$ cat src/rtl/bop_pkg.sv
package bop_pkg;

  typedef enum logic [1:0] {
    ST_IDLE    = 2'd0,
    ST_ATTACK  = 2'd1,
    ST_HOLD    = 2'd2,
    ST_RELEASE = 2'd3
  } bop_state_e;

  // hold duration in milliseconds
  function automatic int unsigned hold_ms(input logic [2:0] sel);
    case (sel)
      3'd0:    return 0;
      3'd1:    return 10;
      3'd2:    return 25;
      3'd3:    return 50;
      3'd4:    return 100;
      3'd5:    return 250;
      3'd6:    return 500;
      default: return 1000;
    endcase
  endfunction

  // release period per half-dB unit in milliseconds
  function automatic int unsigned rls_ms(input logic [2:0] sel);
    case (sel)
      3'd0:    return 10;
      3'd1:    return 50;
      3'd2:    return 100;
      3'd3:    return 250;
      3'd4:    return 500;
      3'd5:    return 750;
      3'd6:    return 1000;
      default: return 1500;
    endcase
  endfunction

  // a counter loaded with n-1 fires on the n-th tick
  function automatic int unsigned less_one(input int unsigned v);
    return (v == 0) ? 0 : v - 1;
  endfunction

endpackage

$ cat src/rtl/bop_timer.sv
module bop_timer #(
  parameter int CNT_W = 12
) (
  input  logic             clk,
  input  logic             rst_n,
  input  logic             tick,
  input  logic             load,
  input  logic [CNT_W-1:0] load_val,
  output logic             done
);
  logic [CNT_W-1:0] cnt_q, cnt_d;
  logic             cnt_en;

  assign done   = tick && (cnt_q == '0);
  assign cnt_en = load || (tick && (cnt_q != '0));

  always_comb begin
    if (load) cnt_d = load_val;
    else      cnt_d = cnt_q - 1'b1;
  end

  always_ff @(posedge clk or negedge rst_n) begin
    if (!rst_n)      cnt_q <= '0;
    else if (cnt_en) cnt_q <= cnt_d;
  end
endmodule

$ cat src/rtl/bop_combine.sv
module bop_combine #(
  parameter int ATT_W = 6,
  parameter int CAP_W = 5
) (
  input  logic [ATT_W-1:0] lim_att,
  input  logic [ATT_W-1:0] bop_att,
  input  logic [CAP_W-1:0] cap_code,
  input  logic [1:0]       atk_step,
  output logic [ATT_W-1:0] add_amt,
  output logic [ATT_W:0]   att_total
);
  logic [ATT_W:0] cap_units, sum, room, step_units;

  always_comb begin
    cap_units  = (ATT_W+1)'(cap_code) + (ATT_W+1)'(2);
    step_units = (ATT_W+1)'(atk_step) + (ATT_W+1)'(1);
    sum        = (ATT_W+1)'(lim_att) + (ATT_W+1)'(bop_att);
    room       = (sum < cap_units) ? (cap_units - sum) : '0;
    add_amt    = ATT_W'((room < step_units) ? room : step_units);
    att_total  = (sum > cap_units) ? cap_units : sum;
  end
endmodule

$ cat src/rtl/bop_fsm.sv
module bop_fsm
  import bop_pkg::*;
#(
  parameter int          ATT_W        = 6,
  parameter int          CNT_W        = 21,
  parameter int unsigned TICKS_PER_MS = 1000
) (
  input  logic             clk,
  input  logic             rst_n,
  input  logic             en,
  input  logic             under,
  input  logic [ATT_W-1:0] add_amt,
  input  logic [2:0]       atk_rate,
  input  logic [2:0]       hold_sel,
  input  logic [2:0]       rls_rate,
  input  logic             sd_on_evt,
  input  logic             inf_hold,
  input  logic             hold_clr,
  input  logic             mute,
  input  logic             dev_off,
  input  logic             tmr_done,
  output logic             tmr_load,
  output logic [CNT_W-1:0] tmr_val,
  output logic [ATT_W-1:0] bop_att,
  output logic             evt_flag,
  output logic             sd_req
);
  bop_state_e       st_q, st_d;
  logic [ATT_W-1:0] att_q, att_d;
  logic             evt_q, evt_d, sd_q, sd_d;
  logic [CNT_W-1:0] atk_val, hold_val, rls_val;

  assign atk_val  = CNT_W'(less_one(32'd5 << atk_rate));
  assign hold_val = CNT_W'(less_one(hold_ms(hold_sel) * TICKS_PER_MS));
  assign rls_val  = CNT_W'(less_one(rls_ms(rls_rate) * TICKS_PER_MS));

  always_comb begin
    st_d     = st_q;
    att_d    = att_q;
    evt_d    = evt_q;
    sd_d     = sd_q;
    tmr_load = 1'b0;
    tmr_val  = atk_val;
    if (dev_off) begin
      st_d  = ST_IDLE;
      att_d = '0;
      evt_d = 1'b0;
      sd_d  = 1'b0;
    end else if (!en) begin
      st_d  = ST_IDLE;
      att_d = '0;
      evt_d = 1'b0;
    end else if (under && (st_q != ST_ATTACK)) begin
      // entry into attack from any other state
      st_d     = ST_ATTACK;
      att_d    = att_q + add_amt;
      evt_d    = 1'b1;
      sd_d     = sd_q | sd_on_evt;
      tmr_load = 1'b1;
      tmr_val  = atk_val;
    end else begin
      case (st_q)
        ST_ATTACK: begin
          if (!under) begin
            st_d     = ST_HOLD;
            tmr_load = 1'b1;
            tmr_val  = hold_val;
          end else if (tmr_done) begin
            att_d    = att_q + add_amt;
            tmr_load = 1'b1;
            tmr_val  = atk_val;
          end
        end
        ST_HOLD: begin
          if (hold_clr || mute || (tmr_done && !inf_hold)) begin
            st_d     = ST_RELEASE;
            tmr_load = 1'b1;
            tmr_val  = rls_val;
          end
        end
        ST_RELEASE: begin
          if (tmr_done) begin
            if (att_q <= ATT_W'(1)) begin
              st_d  = ST_IDLE;
              att_d = '0;
              evt_d = 1'b0;
            end else begin
              att_d    = att_q - 1'b1;
              tmr_load = 1'b1;
              tmr_val  = rls_val;
            end
          end
        end
        default: ;
      endcase
    end
  end

  always_ff @(posedge clk or negedge rst_n) begin
    if (!rst_n) begin
      st_q  <= ST_IDLE;
      att_q <= '0;
      evt_q <= 1'b0;
      sd_q  <= 1'b0;
    end else begin
      st_q  <= st_d;
      att_q <= att_d;
      evt_q <= evt_d;
      sd_q  <= sd_d;
    end
  end

  assign bop_att  = att_q;
  assign evt_flag = evt_q;
  assign sd_req   = sd_q;
endmodule

$ cat src/rtl/bop_ctrl.sv
module bop_ctrl #(
  parameter int          VB_W         = 8,
  parameter int          ATT_W        = 6,
  parameter int          CAP_W        = 5,
  parameter int unsigned TICKS_PER_MS = 1000
) (
  input  logic             clk,
  input  logic             rst_n,
  input  logic             us_tick,
  input  logic             en,
  input  logic [VB_W-1:0]  vbat_code,
  input  logic [VB_W-1:0]  thr_code,
  input  logic [2:0]       atk_rate,
  input  logic [1:0]       atk_step,
  input  logic [2:0]       hold_sel,
  input  logic [2:0]       rls_rate,
  input  logic [CAP_W-1:0] cap_code,
  input  logic [ATT_W-1:0] lim_att,
  input  logic             sd_on_evt,
  input  logic             inf_hold,
  input  logic             hold_clr,
  input  logic             mute,
  input  logic             dev_off,
  output logic [ATT_W:0]   att_total,
  output logic [ATT_W-1:0] bop_att,
  output logic             sd_req,
  output logic             evt_flag
);
  localparam int CNT_W = $clog2(1500 * TICKS_PER_MS + 1);

  logic [1:0]       rst_sync;
  logic             rst_s;
  logic             under;
  logic [ATT_W-1:0] add_amt;
  logic             tmr_load, tmr_done;
  logic [CNT_W-1:0] tmr_val;

  // asynchronous assert, synchronous release
  always_ff @(posedge clk or negedge rst_n) begin
    if (!rst_n) rst_sync <= 2'b00;
    else        rst_sync <= {rst_sync[0], 1'b1};
  end
  assign rst_s = rst_sync[1];

  assign under = (vbat_code < thr_code);

  bop_combine #(.ATT_W(ATT_W), .CAP_W(CAP_W)) u_comb (
    .lim_att  (lim_att),
    .bop_att  (bop_att),
    .cap_code (cap_code),
    .atk_step (atk_step),
    .add_amt  (add_amt),
    .att_total(att_total)
  );

  bop_timer #(.CNT_W(CNT_W)) u_tmr (
    .clk     (clk),
    .rst_n   (rst_s),
    .tick    (us_tick),
    .load    (tmr_load),
    .load_val(tmr_val),
    .done    (tmr_done)
  );

  bop_fsm #(.ATT_W(ATT_W), .CNT_W(CNT_W), .TICKS_PER_MS(TICKS_PER_MS)) u_fsm (
    .clk      (clk),
    .rst_n    (rst_s),
    .en       (en),
    .under    (under),
    .add_amt  (add_amt),
    .atk_rate (atk_rate),
    .hold_sel (hold_sel),
    .rls_rate (rls_rate),
    .sd_on_evt(sd_on_evt),
    .inf_hold (inf_hold),
    .hold_clr (hold_clr),
    .mute     (mute),
    .dev_off  (dev_off),
    .tmr_done (tmr_done),
    .tmr_load (tmr_load),
    .tmr_val  (tmr_val),
    .bop_att  (bop_att),
    .evt_flag (evt_flag),
    .sd_req   (sd_req)
  );
endmodule

$ cat config.mk
export PLATFORM = sky130hd
export DESIGN_NAME = bop_ctrl
export DESIGN_NICKNAME = d
export VERILOG_FILES = /design/src/rtl/bop_pkg.sv /design/src/rtl/bop_timer.sv /design/src/rtl/bop_combine.sv /design/src/rtl/bop_fsm.sv /design/src/rtl/bop_ctrl.sv
export SDC_FILE = /design/constraint.sdc
export NUM_CORES = 1
export LEC_CHECK = 0
export BUFFER_PORTS_ARGS = -buffer_cell sky130_fd_sc_hd__buf_2
export CAP_MARGIN = 20
export CORE_MARGIN = 5
export CORE_UTILIZATION = 40
export CTS_BUF_LIST = sky130_fd_sc_hd__clkbuf_2 sky130_fd_sc_hd__clkbuf_4 sky130_fd_sc_hd__clkbuf_8
export CTS_CLUSTER_SIZE = 28
export DETAILED_ROUTE_END_ITERATION = 8
export PLACE_DENSITY_LB_ADDON = 0.2
export SYNTH_ARGS = -nofsm -noshare
export SYNTH_HDL_FRONTEND = slang
export SYNTH_HIERARCHICAL = 1
export SYNTH_SLANG_ARGS = --single-unit
$ cat constraint.sdc
create_clock -name clk -period 4.35 [get_ports clk]
set_input_delay 0.6525 -clock clk [delete_from_list [all_inputs] [get_ports clk]]
set_output_delay 0.6525 -clock clk [all_outputs]
set_load 0.03 [all_outputs]
# Yosys cells after proc, flatten, opt, wreduce, memory -nomap -nowiden
# Index checks and enable logic that the tools add are counted.
[totals]
output_inout_bits = 15
register_bits = 33
in_bits = 47
[classes]
mux = 51
n_eq_ne = 27
add_sub_neg = 10
n_lt_le_gt_ge = 5
mul = 2
shifts = 1
n_bitwise = 1
n_reduce_logical = 21
[op_table]
columns = ["cell", "n"]
rows = [
  ["two-way mux 21 bit", 11],
  ["zero test 32 bit", 3],
  ["subtractor 21 x 1 -> 21 bit, second input constant", 4],
  ["one-hot mux 11 bit (7 select lines)", 1],
  ["one-hot mux 10 bit (7 select lines)", 1],
  ["one-hot mux 21 bit (3 select lines)", 1],
  ["two-way mux 6 bit", 8],
  ["left shift 3 x 3 -> 32 bit, first input constant", 1],
  ["inequality test 5 x 3 -> 1 bit, second input constant", 5],
  ["zero test 21 bit", 1],
  ["nonzero test 21 bit", 1],
  ["equality test 3 bit, second input constant", 6],
  ["multiplier 11 x 7 -> 18 bit, second input constant", 1],
  ["multiplier 10 x 7 -> 17 bit, second input constant", 1],
  ["two-way mux 1 bit", 17],
  ["two-way mux 2 bit", 7],
  ["two-way mux 7 bit", 2],
  ["equality test 3 x 2 -> 1 bit, second input constant", 4],
  ["inequality test 4 x 1 -> 1 bit, second input constant", 3],
  ["one-hot mux 6 bit (2 select lines)", 1],
  ["less-than comparator 8 bit", 1],
  ["adder 6 x 6 -> 7 bit", 1],
  ["greater-than comparator 7 bit", 1],
  ["less-than comparator 7 x 3 -> 1 bit", 1],
  ["other kinds (26)", 35],
]

# Depth between registers and ports, before layout
# Gate-level depths: netlist of run 1.
[depth]
word_depth = 12
depth_mapped = 27
ltp_nobuf = 27

# By module
# The synthesis of run 1 kept the hierarchy.
[modules_own_cells]
columns = ["module", "cells_per_inst", "n_inst", "area_per_inst_um2"]
rows = [
  ["bop_fsm", 636, 1, 4819.6],
  ["bop_timer", 145, 1, 1283.7],
  ["bop_combine", 107, 1, 833.3],
  ["bop_ctrl", 28, 1, 230.2],
]

# Worst setup path after synthesis of run 1
# OpenSTA, ideal clock, no wires.
[synth_timing]
path_type = "input -> register"
from = "input port rls_rate[1]"
to = "register u_tmr.cnt_q[17]"
path_slack_ps = -1935
setup_time_ps = 82
t_required_ps = 4268
stages = 23
t_arrival_ps = 6203
path_cell_list = "buf_1 inv_1 fa_1 nand2_1 fa_1 xor2_1 ha_1 a21oi_1 fa_1 inv_1 fa_1 ha_1 a211o_1 o22ai_2 a21oi_2 or3_4 a2111o_1 a211oi_1 or3b_1 xnor2_1 o21ai_1 nor2_1 a31oi_1"
[synth_between]
elab_chain_cells = 12
elab_cells_between_ends = 20
[synth_rtl]
columns = ["element", "line", "text"]
rows = [
  ["from (decl)", "bop_ctrl.sv:16", "input logic [2:0] rls_rate,"],
  ["equality test 3 bit, or another cell as far along", "bop_pkg.sv:26", "case (sel)"],
  ["one-hot mux 11 bit (7 select lines) *", "bop_pkg.sv:26", ""],
  ["multiplier 11 x 7 -> 18 bit *", "bop_fsm.sv:35", "assign rls_val = CNT_W'(less_one(rls_ms(rls_rate) * TICKS_PER_MS));"],
  ["subtractor 21 x 1 -> 21 bit or zero test 32 bit (tied branches)", "bop_pkg.sv:40", "return (v == 0) ? 0 : v - 1;"],
  ["two-way mux 21 bit *", "bop_pkg.sv:40", ""],
  ["two-way mux 21 bit", "bop_fsm.sv:83", "if (att_q <= ATT_W'(1)) begin"],
  ["two-way mux 21 bit", "bop_fsm.sv:82", "if (tmr_done) begin"],
  ["one-hot mux 21 bit (3 select lines) *", "bop_fsm.sv:62", "case (st_q)"],
  ["two-way mux 21 bit *", "bop_fsm.sv:53", "end else if (under && (st_q != ST_ATTACK)) begin"],
  ["two-way mux 21 bit *", "bop_fsm.sv:49", "end else if (!en) begin"],
  ["two-way mux 21 bit *", "bop_fsm.sv:44", "if (dev_off) begin"],
  ["named net tmr_val[17]", "bop_ctrl.sv:36", "logic [CNT_W-1:0] tmr_val;"],
  ["two-way mux 21 bit *", "bop_timer.sv:18", "if (load) cnt_d = load_val;"],
  ["to (signal assigned)", "bop_timer.sv:24", "else if (cnt_en) cnt_q <= cnt_d;"],
  ["to (decl)", "bop_timer.sv:11", "logic [CNT_W-1:0] cnt_q, cnt_d;"],
]
# The timed path passes the listed nets; every way through them passes the cells marked *.
# A chain may end at the register's enable or synchronous reset.

# Worst setup path in the final report of run 1
[layout_timing]
from = "input port rls_rate[2]"
to = "register u_tmr.cnt_q[17]"
# Same word-level chain as after synthesis.

==> impl_metrics.json, run 1 <==
{
  "slew_headroom_pct": 35.6,
  "grt_pass1_wl_um": 34400,
  "violations": "negative setup slack",
  "slew_viol_final": 0,
  "grt-ovfl-total": 0,
  "synth-edff-count": 0,
  "async_reset_ff_share_pct": 100,
  "rsz0062_at_grt": "true",
  "worst_slew_pin_slew_ns": 0.967,
  "htree_levels": 2,
  "die_h_um": 144,
  "syn2layout_area_growth_pct": 46.3,
  "finalSetupViolations": 27,
  "power_w": 0.00472,
  "path_class": "primary input to flop",
  "clk_latency_ns": 0.29,
  "ys.warnings.count": 6,
  "cts.sinks": 33,
  "synth.distinct_cells": 95,
  "syn_area_per_cell_um2": 7.82,
  "startpoint_type": "primary input",
  "num_vias": 7409,
  "finalCritPeriodShare_pct": 132,
  "hp-class": "primary input to asynchronous set/reset pin",
  "ant_nets": 0,
  "drtIter0Drc": 341,
  "die_w_um": 144,
  "path_clk_slew_ns": 0.07,
  "dpl.hpwl_um": 16900,
  "io_buffers": 60,
  "place_ws_ns": -1.80,
  "drv_cap": 0,
  "status": "finished with violations",
  "fin_nets": 1363,
  "vias_per_cell": 5.21,
  "arrival_ns": 5.94,
  "layout_commonest_cell": "buf_4",
  "peakVddDrop_v": 0.000234,
  "syn-cell-area_um2": 7170,
  "power.density_nw_per_um2": 451,
  "hold-worst-slack_ns": 0.132,
  "ys_seq_area_share_pct": 11.5,
  "drive_gt1_share_pct": 40.0,
  "std_cell_rows": 49,
  "required_ns": 4.56,
  "wl_per_cell_um": 14.8,
  "tns_ns": -30.15,
  "ys_ff_latch": 33,
  "synthCells": 916,
  "power_leakage_nw": 4.90,
  "final_area_um2": 10500,
  "ys.flop_type": "dfrtp_1",
  "boundaryPins": 62,
  "dpl_cell_area_um2": 9310,
  "fmax_mhz": 175,
  "finClkSkew_ns": 0.00649,
  "max-clock-path-buffers": 2,
  "route.detailed.drc": 0,
  "final_cell_mix": "buf_4, nor2_1, ha_1",
  "initial_core_util_pct": 40.3,
  "drt-total-wl_um": 21000,
  "min_period_ns": 5.73,
  "worstPathMaxFanout": 3,
  "core_um2": 17800,
  "hold_viol": 0,
  "grt_pass1_vias": 7227,
  "grt_usage_pct": 20.1,
  "cts_buffers": 5,
  "antenna_found_initial": 1,
  "cts_tree": "yes",
  "dieArea_um2": 20700,
  "fin_ws_ns": -1.38,
  "clock-root-buffer": "clkbuf_8",
  "grt_max_degree": 32,
  "end_kind": "flop",
  "first_pass_iters": 5,
  "gp_congestion": 0.874
}
==> worst max-delay path, stage by stage <==
cell and delay (ns):
buf_8 0.09, clkinv_8 0.04, fa_2 0.60, nand2_4 0.07, fa_1 0.47, xor2_1 0.16
ha_2 0.19, a21oi_2 0.13, fa_2 0.45, inv_2 0.06, fa_2 0.44, ha_4 0.18
a211o_1 0.30, o22ai_2 0.17, a21oi_2 0.06, or3_4 0.34, a2111o_1 0.41, a211oi_2 0.17
or3b_4 0.41, xnor2_2 0.15, o21ai_1 0.14, nor2_1 0.06, a31oi_1 0.16
==> routing by layer <==
| metal | track usage, % | up-vias | wire length [um] |
|---|---|---|---|
| met5 | 0 | - | 0 |
| li1 | - | 3787 | - |
| met4 | 4.61 | 0 | 376 |
| met3 | 1.30 | 24 | 496 |
| met2 | 35.7 | 109 | 10400 |
| met1 | 26.7 | 3489 | 9740 |
==> cell families after synthesis <==
| family | count (synthesis) | synth area share (%) |
|---|---|---|
| simple gates | 323 | 23.4 |
| compound gates | 228 | 21.9 |
| fa+ha+maj | 126 | 25.2 |
| buf+inv | 115 | 6.65 |
| xor+xnor | 78 | 9.64 |
| flops | 33 | 11.5 |
| mux | 9 | 1.40 |
| other cells | 4 | 0.209 |
==> where the power goes <==
part	total, W	switching [W]	internal (W)	leakage, nW
combinational	0.00392	0.00192	0.00200	4.41
sequential	0.000455	0.0000778	0.000378	0.421
clock	0.000350	0.000122	0.000228	0.0681
total	0.00472	0.00212	0.00260	4.90
==> cells in the mapped netlist (3+ instances only) <==
library cell | instances | area (um^2)
and2_1 | 10 | 62.6
o22ai_1 | 5 | 31.3
a22o_1 | 5 | 43.8
or2_2 | 7 | 43.8
or3_1 | 12 | 75.1
and3_1 | 7 | 43.8
or4_1 | 4 | 30.0
buf_2 | 6 | 30.0
a211oi_1 | 7 | 52.6
conb_1 | 4 | 15.0
o21a_1 | 8 | 60.1
xnor2_1 | 44 | 385
o221ai_1 | 7 | 61.3
dfrtp_1 | 33 | 826
nor4b_1 | 3 | 26.3
fa_1 | 31 | 621
a21o_1 | 14 | 105
o21ai_1 | 12 | 60.1
xor2_1 | 33 | 289
nor2_1 | 89 | 334
mux2i_1 | 4 | 40.0
nand3_1 | 23 | 115
ha_1 | 94 | 1180
inv_1 | 75 | 282
a22oi_1 | 8 | 60.1
nor3_1 | 20 | 100
o211ai_1 | 12 | 90.1
nor3b_1 | 5 | 37.5
a31oi_1 | 10 | 62.6
clkbuf_1 | 20 | 75.1
nand4_1 | 6 | 37.5
nor4_1 | 5 | 31.3
nand2_1 | 81 | 304
o21ai_0 | 49 | 245
mux2_2 | 3 | 33.8
buf_4 | 6 | 45.0
a21oi_1 | 50 | 250
nand2b_1 | 13 | 81.3
o31ai_1 | 3 | 22.5
nor2b_1 | 15 | 93.8
==> area by class of cell <==
cell class / instances / area (um^2)
timing repair buffer: 300 / 2260
clock inverter: 3 / 65.1
sequential: 33 / 828
inverter: 79 / 329
antenna: 1 / 2.50
multi-input combinational: 772 / 6650
tap: 229 / 287
clock buffer: 5 / 68.8
fill: 1620 / 7290
==> timing repair <==
item,in CTS,in global routing
endpoints found under the setup margin,27,32
cloned,1,0
pin swaps,78,54
hold buffers,0,0
buffers inserted,29,18
resized for setup,92,63
==> final timing paths <==
check / slack [ns] / end / from / cells past startpoint
hold / removal: 0.13 / rst_sync[0]$_DFF_PN0_ / rst_n / 1
max in group asynchronous: 3.76 / u_fsm/bop_att[0]$_DFFE_PN0P_ / rst_sync[1]$_DFF_PN0_ / 1
hold reg to reg: 0.27 / u_tmr/cnt_q[14]$_DFFE_PN0P_ / rst_sync[1]$_DFF_PN0_ / 1
setup reg to reg: -1.15 / u_fsm/bop_att[5]$_DFFE_PN0P_ / u_fsm/bop_att[0]$_DFFE_PN0P_ / 24
min in group clk: 0.35 / rst_sync[1]$_DFF_PN0_ / rst_sync[0]$_DFF_PN0_ / 0
setup / recovery: -1.38 / u_tmr/cnt_q[17]$_DFFE_PN0P_ / rls_rate[2] / 23
==> through the flow <==
stage               utilization (%)  std cells
finish                         59.0       1422
global placement               52.3       1370
floorplan                         -        919
CTS                            56.8       1405
detailed placement             52.3       1370
global route                   59.0       1422
==> registers in the layout (all words and copies together) (netlist names) <==
register	cells
u_fsm/st_q	2
u_fsm/evt_flag	1
u_fsm/sd_req	1
u_fsm/bop_att	6
u_tmr/cnt_q	21
rst_sync	2
Note: power is estimated with default switching activity, not from simulation.
==> run 2, diff against run 1 <==
CORE_UTILIZATION = 51   (was 40)
clock period = 5.4 ns   (was 4.35 ns; I/O delays follow)
==> run 2 against run 1 <==
  * The flow still finishes with violations (negative setup slack)
  * First-iteration DRC count grew 21%
  * Setup slack improved by 0.83 ns
  * Sequential power decreased by 19%
  * Critical endpoint unchanged
  * Flip-flop and latch count unchanged
  * Critical path type unchanged
  * Largest cell class unchanged
==> impl_metrics.json, run 2 (same netlist as run 1, synthesis figures left out) <==
{
  "final_cell_mix": "buf_4, nor2_1, ha_1",
  "startpoint_type": "primary input",
  "ctsHoldBuffers": 0,
  "htree_levels": 2,
  "drtIter0Drc": 411,
  "path_clk_slew_ns": 0.07,
  "crit_chain": "buf_8 -> inv_6 -> fa_2 -> nand2_4 -> fa_1 -> xnor2_1 -> xnor2_1 -> xnor2_1 -> fa_1 -> inv_1 -> fa_1 -> ha_2 -> a211o_1 -> o22ai_2 -> a21oi_2 -> or3_4 -> a2111o_1 -> a211oi_1 -> or3b_1 -> xnor2_1 -> o21ai_1 -> nor2_1 -> a31oi_1",
  "cp_common_cell": "xnor2_1",
  "grt_usage_pct": 23.6,
  "path_class": "primary input to flop",
  "worst_slew_pin_slew_ns": 1.01,
  "tns_ns": -7.91,
  "finalSetupViolations": 21,
  "final_util_pct": 70.9,
  "max-clock-path-buffers": 2,
  "cts_tree": "yes",
  "die_w_um": 129,
  "cts_buffers": 5,
  "finalCritPeriodShare_pct": 110,
  "ant_nets": 0,
  "std_cell_rows": 43,
  "fmax_mhz": 168,
  "n_fill_cell": 1082,
  "status": "finished with violations",
  "cp_top_family": "adder cells",
  "dieArea_um2": 16500,
  "hold_viol": 0,
  "route.detailed.drc": 0,
  "grt-ovfl-total": 0,
  "required_ns": 5.61,
  "n_antenna_cell": 0,
  "largest_register_ff_count": 21,
  "finClkSkew_ns": 0.00535,
  "power.density_nw_per_um2": 367,
  "end_kind": "flop",
  "io_buffers": 60,
  "critPathMaxStageDelay_ns": 0.59,
  "cts.sinks": 33,
  "path_buf_inv": 3,
  "peakVddDrop_v": 0.000209,
  "grt_pass1_wl_um": 32700,
  "fin_ws_ns": -0.548,
  "layout_commonest_cell": "buf_4",
  "clk_latency_ns": 0.29,
  "grt_max_degree": 32,
  "drt-total-wl_um": 20400,
  "critPathSlowestCell": "fa_2",
  "arrival_ns": 6.16,
  "clock-root-buffer": "clkbuf_8",
  "worstPathMaxFanout": 3,
  "power_leakage_nw": 4.63,
  "drv_cap": 0,
  "fin_nets": 1319,
  "boundaryPins": 62,
  "num_vias": 7384,
  "slew_headroom_pct": 32.5,
  "r2r_setup_slack_ns": -0.05,
  "hold-worst-slack_ns": 0.270,
  "gp_congestion": 0.925,
  "grt_pass1_vias": 7063,
  "initial_core_util_pct": 51.8,
  "hp-class": "flop to asynchronous set/reset pin",
  "first_pass_iters": 5,
  "place_ws_ns": -0.950,
  "drive_gt1_share_pct": 35.0,
  "antenna_found_initial": 0,
  "slew_viol_final": 0,
  "die_h_um": 129,
  "min_period_ns": 5.95,
  "core_um2": 13800,
  "rsz0062_at_grt": "true",
  "post-place-cells": 1289,
  "layoutNonFillerInstCount": 1328,
  "vias_per_cell": 5.56,
  "violations": "negative setup slack",
  "wl_per_cell_um": 15.4,
  "syn2layout_area_growth_pct": 36.7,
  "regMostFlops": "u_tmr/cnt_q",
  "dpl.hpwl_um": 16000
}
[run 2: cell count changes in the layout (fill, tap and decap cells not counted), sizes merged]
cell | before | now
buf | 300 | 255
clkbuf | 5 | 8
clkinvlp | 0 | 1
a31oi | 13 | 12
clkinv | 3 | 2
bufinv | 2 | 1
diode | 1 | 0
[run 2: final cells by class]
class,count,area [um^2],area share (%)
Tap cell,180,225,2.30
Multi-Input combinational cell,771,6460,65.9
Sequential cell,33,826,8.43
Clock buffer,6,82.6,0.843
Clock inverter,2,37.5,0.383
Inverter,79,319,3.26
Timing Repair Buffer,257,1850,18.9
[run 2: per-stage QoR]
step | power [W] | area [um^2]
CTS | 0.00341 | 9410
global route | 0.00391 | 9800
finish | 0.00359 | 9800
global placement | 0.00298 | 8970
detailed placement | 0.00303 | 8970
floorplan | 0.00210 | 7430
[run 2: routing by layer]
| layer | vias to the layer above | global-route usage (%) | part of all wire (%) |
|---|---|---|---|
| met5 | - | 0 | 0 |
| met2 | 160 | 42.1 | 50 |
| met3 | 36 | 1.49 | 4.1 |
| met4 | 0 | 7.72 | 2.6 |
| met1 | 3498 | 30.6 | 43 |
| li1 | 3690 | - | - |
[run 2: final timing paths]
kind,start,endpoint,cells past startpoint
max,rls_rate[1],u_tmr/cnt_q[17]$_DFFE_PN0P_,23
min,rst_sync[1]$_DFF_PN0_,u_tmr/cnt_q[16]$_DFFE_PN0P_,1
max reg2reg,u_fsm/bop_att[0]$_DFFE_PN0P_,u_fsm/bop_att[5]$_DFFE_PN0P_,24
min reg2reg,rst_sync[1]$_DFF_PN0_,u_tmr/cnt_q[16]$_DFFE_PN0P_,1
max in group asynchronous,rst_sync[1]$_DFF_PN0_,u_tmr/cnt_q[6]$_DFFE_PN0P_,1
min in group clk,rst_sync[0]$_DFF_PN0_,rst_sync[1]$_DFF_PN0_,0
[run 2: timing repair]
| item | CTS | global route |
|---|---|---|
| gates cloned | 0 | 0 |
| setup buffers | 15 | 18 |
| resized for setup | 43 | 52 |
| setup endpoints to repair | 22 | 25 |
| pin swaps | 32 | 47 |
[run 2: where the power goes]
group          switching (W)  internal [W]
Clock              0.0000996      0.000150
Combinational        0.00149       0.00148
Sequential         0.0000668      0.000304
